File: config.mk
export PLATFORM = sky130hd
export DESIGN_NAME = crc16_byteport
export DESIGN_NICKNAME = d
export VERILOG_FILES = /design/src/rtl/crc16_bp_pkg.sv /design/src/rtl/crc16_bp_decode.sv /design/src/rtl/crc16_bp_ctrl.sv /design/src/rtl/crc16_bp_engine.sv /design/src/rtl/crc16_byteport.sv
export SDC_FILE = /design/constraint.sdc
export NUM_CORES = 1
export LEC_CHECK = 0
export BUFFER_PORTS_ARGS = -buffer_cell sky130_fd_sc_hd__buf_2
export CAP_MARGIN = 15
export CORE_ASPECT_RATIO = 0.7
export CORE_MARGIN = 4
export CORE_UTILIZATION = 25
export CTS_BUF_LIST = sky130_fd_sc_hd__clkbuf_2 sky130_fd_sc_hd__clkbuf_4 sky130_fd_sc_hd__clkbuf_8
export CTS_CLUSTER_SIZE = 14
export DETAILED_ROUTE_END_ITERATION = 10
export GPL_TIMING_DRIVEN = 0
export HOLD_SLACK_MARGIN = 0.02
export PLACE_DENSITY = 0.55
export SLEW_MARGIN = 20
export SYNTH_ARGS = -nofsm -noshare
export SYNTH_HDL_FRONTEND = slang
export SYNTH_HIERARCHICAL = 1
export SYNTH_SLANG_ARGS = --single-unit
File: constraint.sdc
create_clock -name clk -period 3.4 [get_ports clk]
set_input_delay 0.34 -clock clk [delete_from_list [all_inputs] [get_ports clk]]
set_output_delay 0.34 -clock clk [all_outputs]
set_load 0.05 [all_outputs]
File: src/rtl/crc16_bp_pkg.sv
package crc16_bp_pkg;

  localparam int CRC_W  = 16;
  localparam int BYTE_W = 8;
  localparam int NBYTES = CRC_W / BYTE_W;

  // control register bit positions
  localparam int CTL_INIT_BIT = 3;
  localparam int CTL_SEL_BIT  = 2;
  localparam int CTL_PTR_BIT  = 0;

  typedef struct packed {
    logic ctrl_wr;
    logic ctrl_rd;
    logic data_wr;
    logic data_rd;
  } bus_dec_t;

  // one byte of MSB-first CRC update
  function automatic logic [CRC_W-1:0] crc_step(
    input logic [CRC_W-1:0]  cur,
    input logic [BYTE_W-1:0] din,
    input logic [CRC_W-1:0]  poly
  );
    logic [CRC_W-1:0] c;
    logic             fb;
    c = cur;
    for (int i = BYTE_W - 1; i >= 0; i--) begin
      fb = c[CRC_W-1] ^ din[i];
      c  = {c[CRC_W-2:0], 1'b0};
      if (fb) c = c ^ poly;
    end
    return c;
  endfunction

endpackage

File: src/rtl/crc16_bp_decode.sv
module crc16_bp_decode
  import crc16_bp_pkg::*;
#(
  parameter int              ADDR_W    = 8,
  parameter logic [ADDR_W-1:0] CTRL_ADDR = 8'h84,
  parameter logic [ADDR_W-1:0] DATA_ADDR = 8'h85
) (
  input  logic              wr_en,
  input  logic              rd_en,
  input  logic [ADDR_W-1:0] addr,
  output bus_dec_t          dec
);

  logic hit_ctrl;
  logic hit_data;

  assign hit_ctrl = (addr == CTRL_ADDR);
  assign hit_data = (addr == DATA_ADDR);

  always_comb begin
    dec         = '0;
    dec.ctrl_wr = wr_en && hit_ctrl;
    dec.ctrl_rd = rd_en && hit_ctrl && !wr_en;
    dec.data_wr = wr_en && hit_data;
    dec.data_rd = rd_en && hit_data && !wr_en;
  end

endmodule

File: src/rtl/crc16_bp_ctrl.sv
module crc16_bp_ctrl
  import crc16_bp_pkg::*;
(
  input  logic     clk,
  input  logic     rst,
  input  bus_dec_t dec,
  input  logic     wr_init,
  input  logic     wr_sel,
  input  logic     wr_ptr,
  output logic     init_pulse,
  output logic     preset_ones,
  output logic     sel_q,
  output logic     ptr_q
);

  logic data_access;

  assign data_access = dec.data_wr || dec.data_rd;
  assign init_pulse  = dec.ctrl_wr && wr_init;
  // preset follows the select bit written alongside the strobe
  assign preset_ones = wr_sel;

  always_ff @(posedge clk) begin
    if (rst) begin
      sel_q <= 1'b0;
      ptr_q <= 1'b0;
    end else if (dec.ctrl_wr) begin
      sel_q <= wr_sel;
      ptr_q <= wr_ptr;
    end else if (data_access) begin
      ptr_q <= ~ptr_q;
    end
  end

endmodule

File: src/rtl/crc16_bp_engine.sv
module crc16_bp_engine
  import crc16_bp_pkg::*;
#(
  parameter logic [CRC_W-1:0] POLY = 16'h1021
) (
  input  logic              clk,
  input  logic              rst,
  input  logic              init_pulse,
  input  logic              preset_ones,
  input  logic              byte_wr,
  input  logic              ptr,
  input  logic [BYTE_W-1:0] wbyte,
  input  logic              in_fire,
  input  logic [BYTE_W-1:0] in_data,
  output logic [CRC_W-1:0]  crc_q
);

  logic [NBYTES-1:0]      lane_hit;
  logic [CRC_W-1:0]       loaded;
  logic [CRC_W-1:0]       crc_d;

  for (genvar b = 0; b < NBYTES; b++) begin : g_lane
    assign lane_hit[b] = byte_wr && (int'(ptr) == b);
    assign loaded[b*BYTE_W +: BYTE_W] =
      lane_hit[b] ? wbyte : crc_q[b*BYTE_W +: BYTE_W];
  end

  always_comb begin
    if (init_pulse)      crc_d = preset_ones ? {CRC_W{1'b1}} : {CRC_W{1'b0}};
    else if (byte_wr)    crc_d = loaded;
    else if (in_fire)    crc_d = crc_step(crc_q, in_data, POLY);
    else                 crc_d = crc_q;
  end

  always_ff @(posedge clk) begin
    if (rst) crc_q <= '0;
    else     crc_q <= crc_d;
  end

endmodule

File: src/rtl/crc16_byteport.sv
module crc16_byteport
  import crc16_bp_pkg::*;
#(
  parameter int                ADDR_W    = 8,
  parameter logic [ADDR_W-1:0] CTRL_ADDR = 8'h84,
  parameter logic [ADDR_W-1:0] DATA_ADDR = 8'h85,
  parameter logic [15:0]       POLY      = 16'h1021
) (
  input  logic              clk,
  input  logic              rst,
  input  logic              wr_en,
  input  logic              rd_en,
  input  logic [ADDR_W-1:0] addr,
  input  logic [7:0]        wdata,
  output logic [7:0]        rdata,
  input  logic              in_valid,
  output logic              in_ready,
  input  logic [7:0]        in_data
);

  bus_dec_t         dec;
  logic             init_pulse;
  logic             preset_ones;
  logic             sel_q;
  logic             ptr_q;
  logic             in_fire;
  logic [CRC_W-1:0] crc_q;
  logic [7:0]       ctrl_view;
  logic [7:0]       data_view;

  crc16_bp_decode #(
    .ADDR_W   (ADDR_W),
    .CTRL_ADDR(CTRL_ADDR),
    .DATA_ADDR(DATA_ADDR)
  ) u_dec (
    .wr_en(wr_en),
    .rd_en(rd_en),
    .addr (addr),
    .dec  (dec)
  );

  crc16_bp_ctrl u_ctrl (
    .clk        (clk),
    .rst        (rst),
    .dec        (dec),
    .wr_init    (wdata[CTL_INIT_BIT]),
    .wr_sel     (wdata[CTL_SEL_BIT]),
    .wr_ptr     (wdata[CTL_PTR_BIT]),
    .init_pulse (init_pulse),
    .preset_ones(preset_ones),
    .sel_q      (sel_q),
    .ptr_q      (ptr_q)
  );

  // stall the stream while the bus claims the result register
  assign in_ready = !(init_pulse || dec.data_wr);
  assign in_fire  = in_valid && in_ready;

  crc16_bp_engine #(.POLY(POLY)) u_eng (
    .clk        (clk),
    .rst        (rst),
    .init_pulse (init_pulse),
    .preset_ones(preset_ones),
    .byte_wr    (dec.data_wr),
    .ptr        (ptr_q),
    .wbyte      (wdata),
    .in_fire    (in_fire),
    .in_data    (in_data),
    .crc_q      (crc_q)
  );

  always_comb begin
    ctrl_view              = '0;
    ctrl_view[CTL_SEL_BIT] = sel_q;
    ctrl_view[CTL_PTR_BIT] = ptr_q;
  end

  assign data_view = ptr_q ? crc_q[CRC_W-1:BYTE_W] : crc_q[BYTE_W-1:0];

  always_comb begin
    rdata = '0;
    if (dec.ctrl_rd)      rdata = ctrl_view;
    else if (dec.data_rd) rdata = data_view;
  end

endmodule

# ---- Word level (Yosys, flattened, before mapping)
# Index checks and enable logic that the tools add are counted.
dict set report classes {
  n_eq_ne 4
  mux 40
  bitwise_logic 18
  n_reduce_logical 18
}
# op count
set ops {}
lappend ops {{$mux W16} 25}
lappend ops {{$mux W13} 8}
lappend ops {{$mux W8} 5}
lappend ops {{$not A3 Y3} 8}
lappend ops {{$eq A8 B8 Y1 const B} 2}
lappend ops {{$logic_and A1 B1 Y1} 10}
lappend ops {{$xor A1 B1 Y1} 8}
lappend ops {{$ne A3 B3 Y1 const B} 2}
lappend ops {{$reduce_and A2 Y1} 2}
lappend ops {{$reduce_bool A3 Y1} 1}
lappend ops {{$logic_not A1 Y1} 2}
lappend ops {{$logic_or A1 B1 Y1} 2}
lappend ops {{$mux W1} 2}
lappend ops {{$not A1 Y1} 2}
lappend ops {{$reduce_bool A2 Y1} 1}
dict set report word_totals {
  register_bits 18
  input_bits 29
  out_inout_bits 9
}

# ---- Depth between registers and ports, before layout
dict set report depth {
  depth_word 44
  depth_mapped 9
}

# ---- Hierarchy
# The synthesis kept the hierarchy.
# mod instances cells_each area_each_um2 seq_area_each_um2
set by_module_without_submodules {}
lappend by_module_without_submodules {crc16_bp_engine 1 124 1072.3 320.3}
lappend by_module_without_submodules {crc16_byteport 1 24 186.4 0.0}
lappend by_module_without_submodules {crc16_bp_ctrl 1 11 107.6 40.0}
lappend by_module_without_submodules {crc16_bp_decode 1 9 65.1 0.0}

# ---- Least setup slack after synthesis
# Ideal clock, no wire load.
dict set report synth_timing {
  path_type {in2reg}
  from {input addr[5]}
  to {register u_eng.crc_q[2]}
  setup_time_ns 0.095
  arrival_ns 2.834
  path_slack_ns 0.471
  cell_stages 9
  n_path_buf 0
  cell_sequence {or4b_4 -> nor3_1 -> and2_1 -> nor2_1 -> and2_1 -> nor2b_1 -> nor3_2 -> a21oi_1 -> a221oi_1}
}
# element line
set synth_lines {}
lappend synth_lines {{start, declared} crc16_byteport.sv:13} ;# input logic [ADDR_W-1:0] addr,
lappend synth_lines {{end signal, assigned} crc16_bp_engine.sv:37} ;# else crc_q <= crc_d;
lappend synth_lines {{end, declared} crc16_bp_engine.sv:15} ;# output logic [CRC_W-1:0] crc_q

==> results by group <==
Outcome
  • Outcome: finished, final reports clean

Clock tree
  • Largest buffer count on any clock path: 2
  • H-tree Lvls: 1
  • CTS tree: done
  • Clock-pin slew on the worst setup and hold paths: 0.08 ns
  • Post_cts resized: 0
  • CTS root buf: clkbuf_8
  • Clk sinks: 18
  • Clk_lat worst skew: 0.26 ns
  • Cts-stage hold buffer count: 0
  • # Post-CTS Setup Buffers: 0
  • Cts bufs inserted: 3

Synthesis
  • Synth Warn #: 6
  • Yosys top cell area share: 25.17%
  • Top_reg_cell synth: dfxtp_1
  • Number of distinct library cells after synthesis: 41
  • Part of the Yosys area used for sequential elements: 25.17%
  • Synth Area in Compound Gates: 23.08%
  • Avg Inst Size Synth: 8.520 µm²
  • Proportion of synthesized area in mux cells: 5.594%
  • Syn Nets: 197
  • Post-synthesis adder-cell area fraction: 0%
  • Simple-gate share of the synthesized area: 21.33%
  • Synth Area in XOR/XNOR: 17.74%
  • Post-synth EDFFs: 0
  • Post-Synthesis Cells: 168
  • Mapped cell area: 0.001431 mm²
  • Post-synthesis async set-or-reset flop share: 0%
  • Synth Register Bits: 18
  • Synth area leaders: dfxtp_1 (25%), xnor2_1 (9.8%), mux2i_1 (5.6%)
  • Synth area leader: dfxtp_1
  • Main combinational cell family by area after synthesis: compound AO/OA/AOI/OAI gates

Layout
  • Layout cells sized above 1: 28.23%
  • Reg area: 360.3 µm²
  • # nets final: 239
  • Highest-count cells in the layout ignoring fill and taps: buf_2 (40), dfxtp_1 (18), xnor2_1 (16), nor2_1 (15), inv_1 (13)
  • Multi-input combinational cell area: 969.7 µm²
  • Synth-to-layout area growth: 23.08%
  • Diode count: 0
  • Fill count: 600
  • Commonest non-fill, non-tap cell in the layout: buf_2

Route
  • DRT Pass-1 Iters: 4
  • Drt total wl: 4.233 mm
  • Via density: 4.747
  • DR vias: 1334
  • Wire length on met3: 348 µm
  • Initial DRC count: 108
  • Residual DRC: 0
  • WL met2: 1.684 mm
  • Antenna Nets Post-Route: 0
  • M1 WL: 2.187 mm
  • Post-DR wirelength/cell: 15.06 µm
  • Top Layer Used: met4

Power and ir drop
  • Power Dens Cells: 412.0 mW/mm²
  • VDD IR max: 183.5 µV
  • Leak: 0.6948 nW

Floorplanning
  • I/O pin count: 38
  • Die width: 98.44 µm
  • Core Box Area: 0.005395 mm²
  • Rows: 22
  • Die area: 0.007019 mm²
  • Die H: 71.31 µm
  • Starting Density: 26.53%

Worst setup path
  • Worst Setup Start Kind: input pin
  • Crit path top cell by count: and2_1
  • Worst Setup End Kind: flip-flop
  • Critical path cell sequence: buf_2, or4b_4, nor3_1, and2_1, nor2_1, and2_1, nor2b_1, nor3_2, a21oi_1, a221oi_1
  • Worst r2r src: u_ctrl/ptr_q$_SDFFE_PP0P_
  • Worst reg2reg path depth: 4
  • CP required: 3.56 ns
  • Max stage delay on crit path: 0.61 ns
  • Setup slack, reg-to-reg: 1.57 ns
  • Crit path from: addr[5]
  • R2r endpoint: u_eng/crc_q[1]$_SDFFE_PP0P_
  • Slowest-stage cell, CP: nor3_2
  • Arrival time worst endpoint: 3.32 ns
  • CP Max Fanout: 9
  • Worst setup endpoint: u_eng/crc_q[1]$_SDFFE_PP0P_
  • CP Class: input pin to flip-flop

GRT
  • Gr usage total: 12.14%
  • First-pass GRT wire length: 6.755 mm
  • Congestion Overflow GR: 0
  • Largest net degree at the start of global routing: 11
  • Antenna violations before repair: 0
  • Number of global-route vias before repair: 1318

STA
  • Relative slew margins: 54.21%
  • RSZ-0062 raised after global routing: no
  • Final Hold Vio Count: 0
  • Fmax: 0.3161 GHz
  • Worst hold slack: 0.2745 ns
  • Worst Tran Pin Value: 0.6832 ns
  • Finish-stage setup viols: 0
  • Minimum clock period: 3.163 ns
  • Max-slew violation count: 0
  • Period utilization: 93.04%
  • Final WS setup: 0.2367 ns
  • Clock Skews: 0.01148 ns
  • Setup TNS: 0 ns

Placement
  • Pre-CTS setup slack: 0.07641 ns
  • GP Congestion: 0.8480
  • Post-DP HPWL: 3.296 mm
  • Buffers on Ports: 37

Job
  • Max-Cap Viols: 0

Min path
  • Min-delay worst type: input pin to flip-flop
==> kinds of logic after synthesis <==
kind of cell / Yosys count
AO/OA/AOI/OAI: 43
XOR/XNOR: 24
buffers and inverters: 21
flip-flops: 18
AND/OR/NAND/NOR: 54
multiplexers: 8
==> cell type report <==
class | instances | area share, %
Inverter | 13 | 2.770
Timing Repair Buffer | 37 | 10.51
Buffer | 8 | 2.983
Multi-Input combinational cell | 129 | 55.04
Tap cell | 72 | 5.114
Clock buffer | 4 | 3.125
Sequential cell | 18 | 20.45
==> sequential cells by signal (all words and copies together) (netlist names) <==
signal        count
u_ctrl/ptr_q      1
u_ctrl/sel_q      1
u_eng/crc_q      16
==> worst max-delay path, delay by kind of cell <==
kind | cells | cell delay [ns]
buf+inv | 1 | 0.09
compound gates | 2 | 0.56
simple gates | 7 | 2.32
==> how the worst min path moves through the flow <==
| stage | slack, ns | end | cells past startpoint | from |
|---|---|---|---|---|
| 6_report | 0.27 | u_ctrl/ptr_q$_SDFFE_PP0P_ | 2 | rst |
| 5_1_grt | 0.27 | u_ctrl/ptr_q$_SDFFE_PP0P_ | 2 | rst |
| 4_1_cts | 0.28 | u_ctrl/ptr_q$_SDFFE_PP0P_ | 2 | rst |
| 3_5_place_dp | 0.49 | u_ctrl/sel_q$_SDFFE_PP0P_ | 2 | u_ctrl/sel_q$_SDFFE_PP0P_ |
| 3_3_place_gp | 0.48 | u_ctrl/sel_q$_SDFFE_PP0P_ | 2 | u_ctrl/sel_q$_SDFFE_PP0P_ |
| 2_1_floorplan | 0.41 | u_ctrl/ptr_q$_SDFFE_PP0P_ | 1 | rst |
==> where the power goes <==
group,switching [mW],internal (mW)
Clock,0.0826,0.103
Sequential,0.0288,0.241
Combinational,0.128,0.142
Total,0.239,0.487
==> synth_stat cells, drive strengths merged (4+ instances only) <==
cell type  number
inv            13
nand2b          6
xnor2          18
a21oi          12
nor3            6
xor2            4
nand2           9
buf             7
o211ai          7
o21ai           5
dfxtp          18
nor2b           9
a221oi          5
nor2           15
mux2i           8
==> metrics by stage <==
stage | area, µm² | instances | power [mW] | utilization [%]
CTS | 1762 | 281 | 0.7260 | 32.65
finish | 1762 | 281 | 0.7258 | 32.65
floorplan | 1431 | 168 | 0.4774 | -
detailed placement | 1707 | 277 | 0.5426 | 31.63
global route | 1762 | 281 | 0.7661 | 32.65
global placement | 1707 | 277 | 0.5428 | 31.63
==> metal layers <==
metal | up-vias | track usage [%]
met5 | - | 0
met4 | 0 | 1.970
met3 | 2 | 3.016
met2 | 46 | 16.40
met1 | 610 | 19.22
li1 | 676 | -
(Power assumes the default switching activity.)
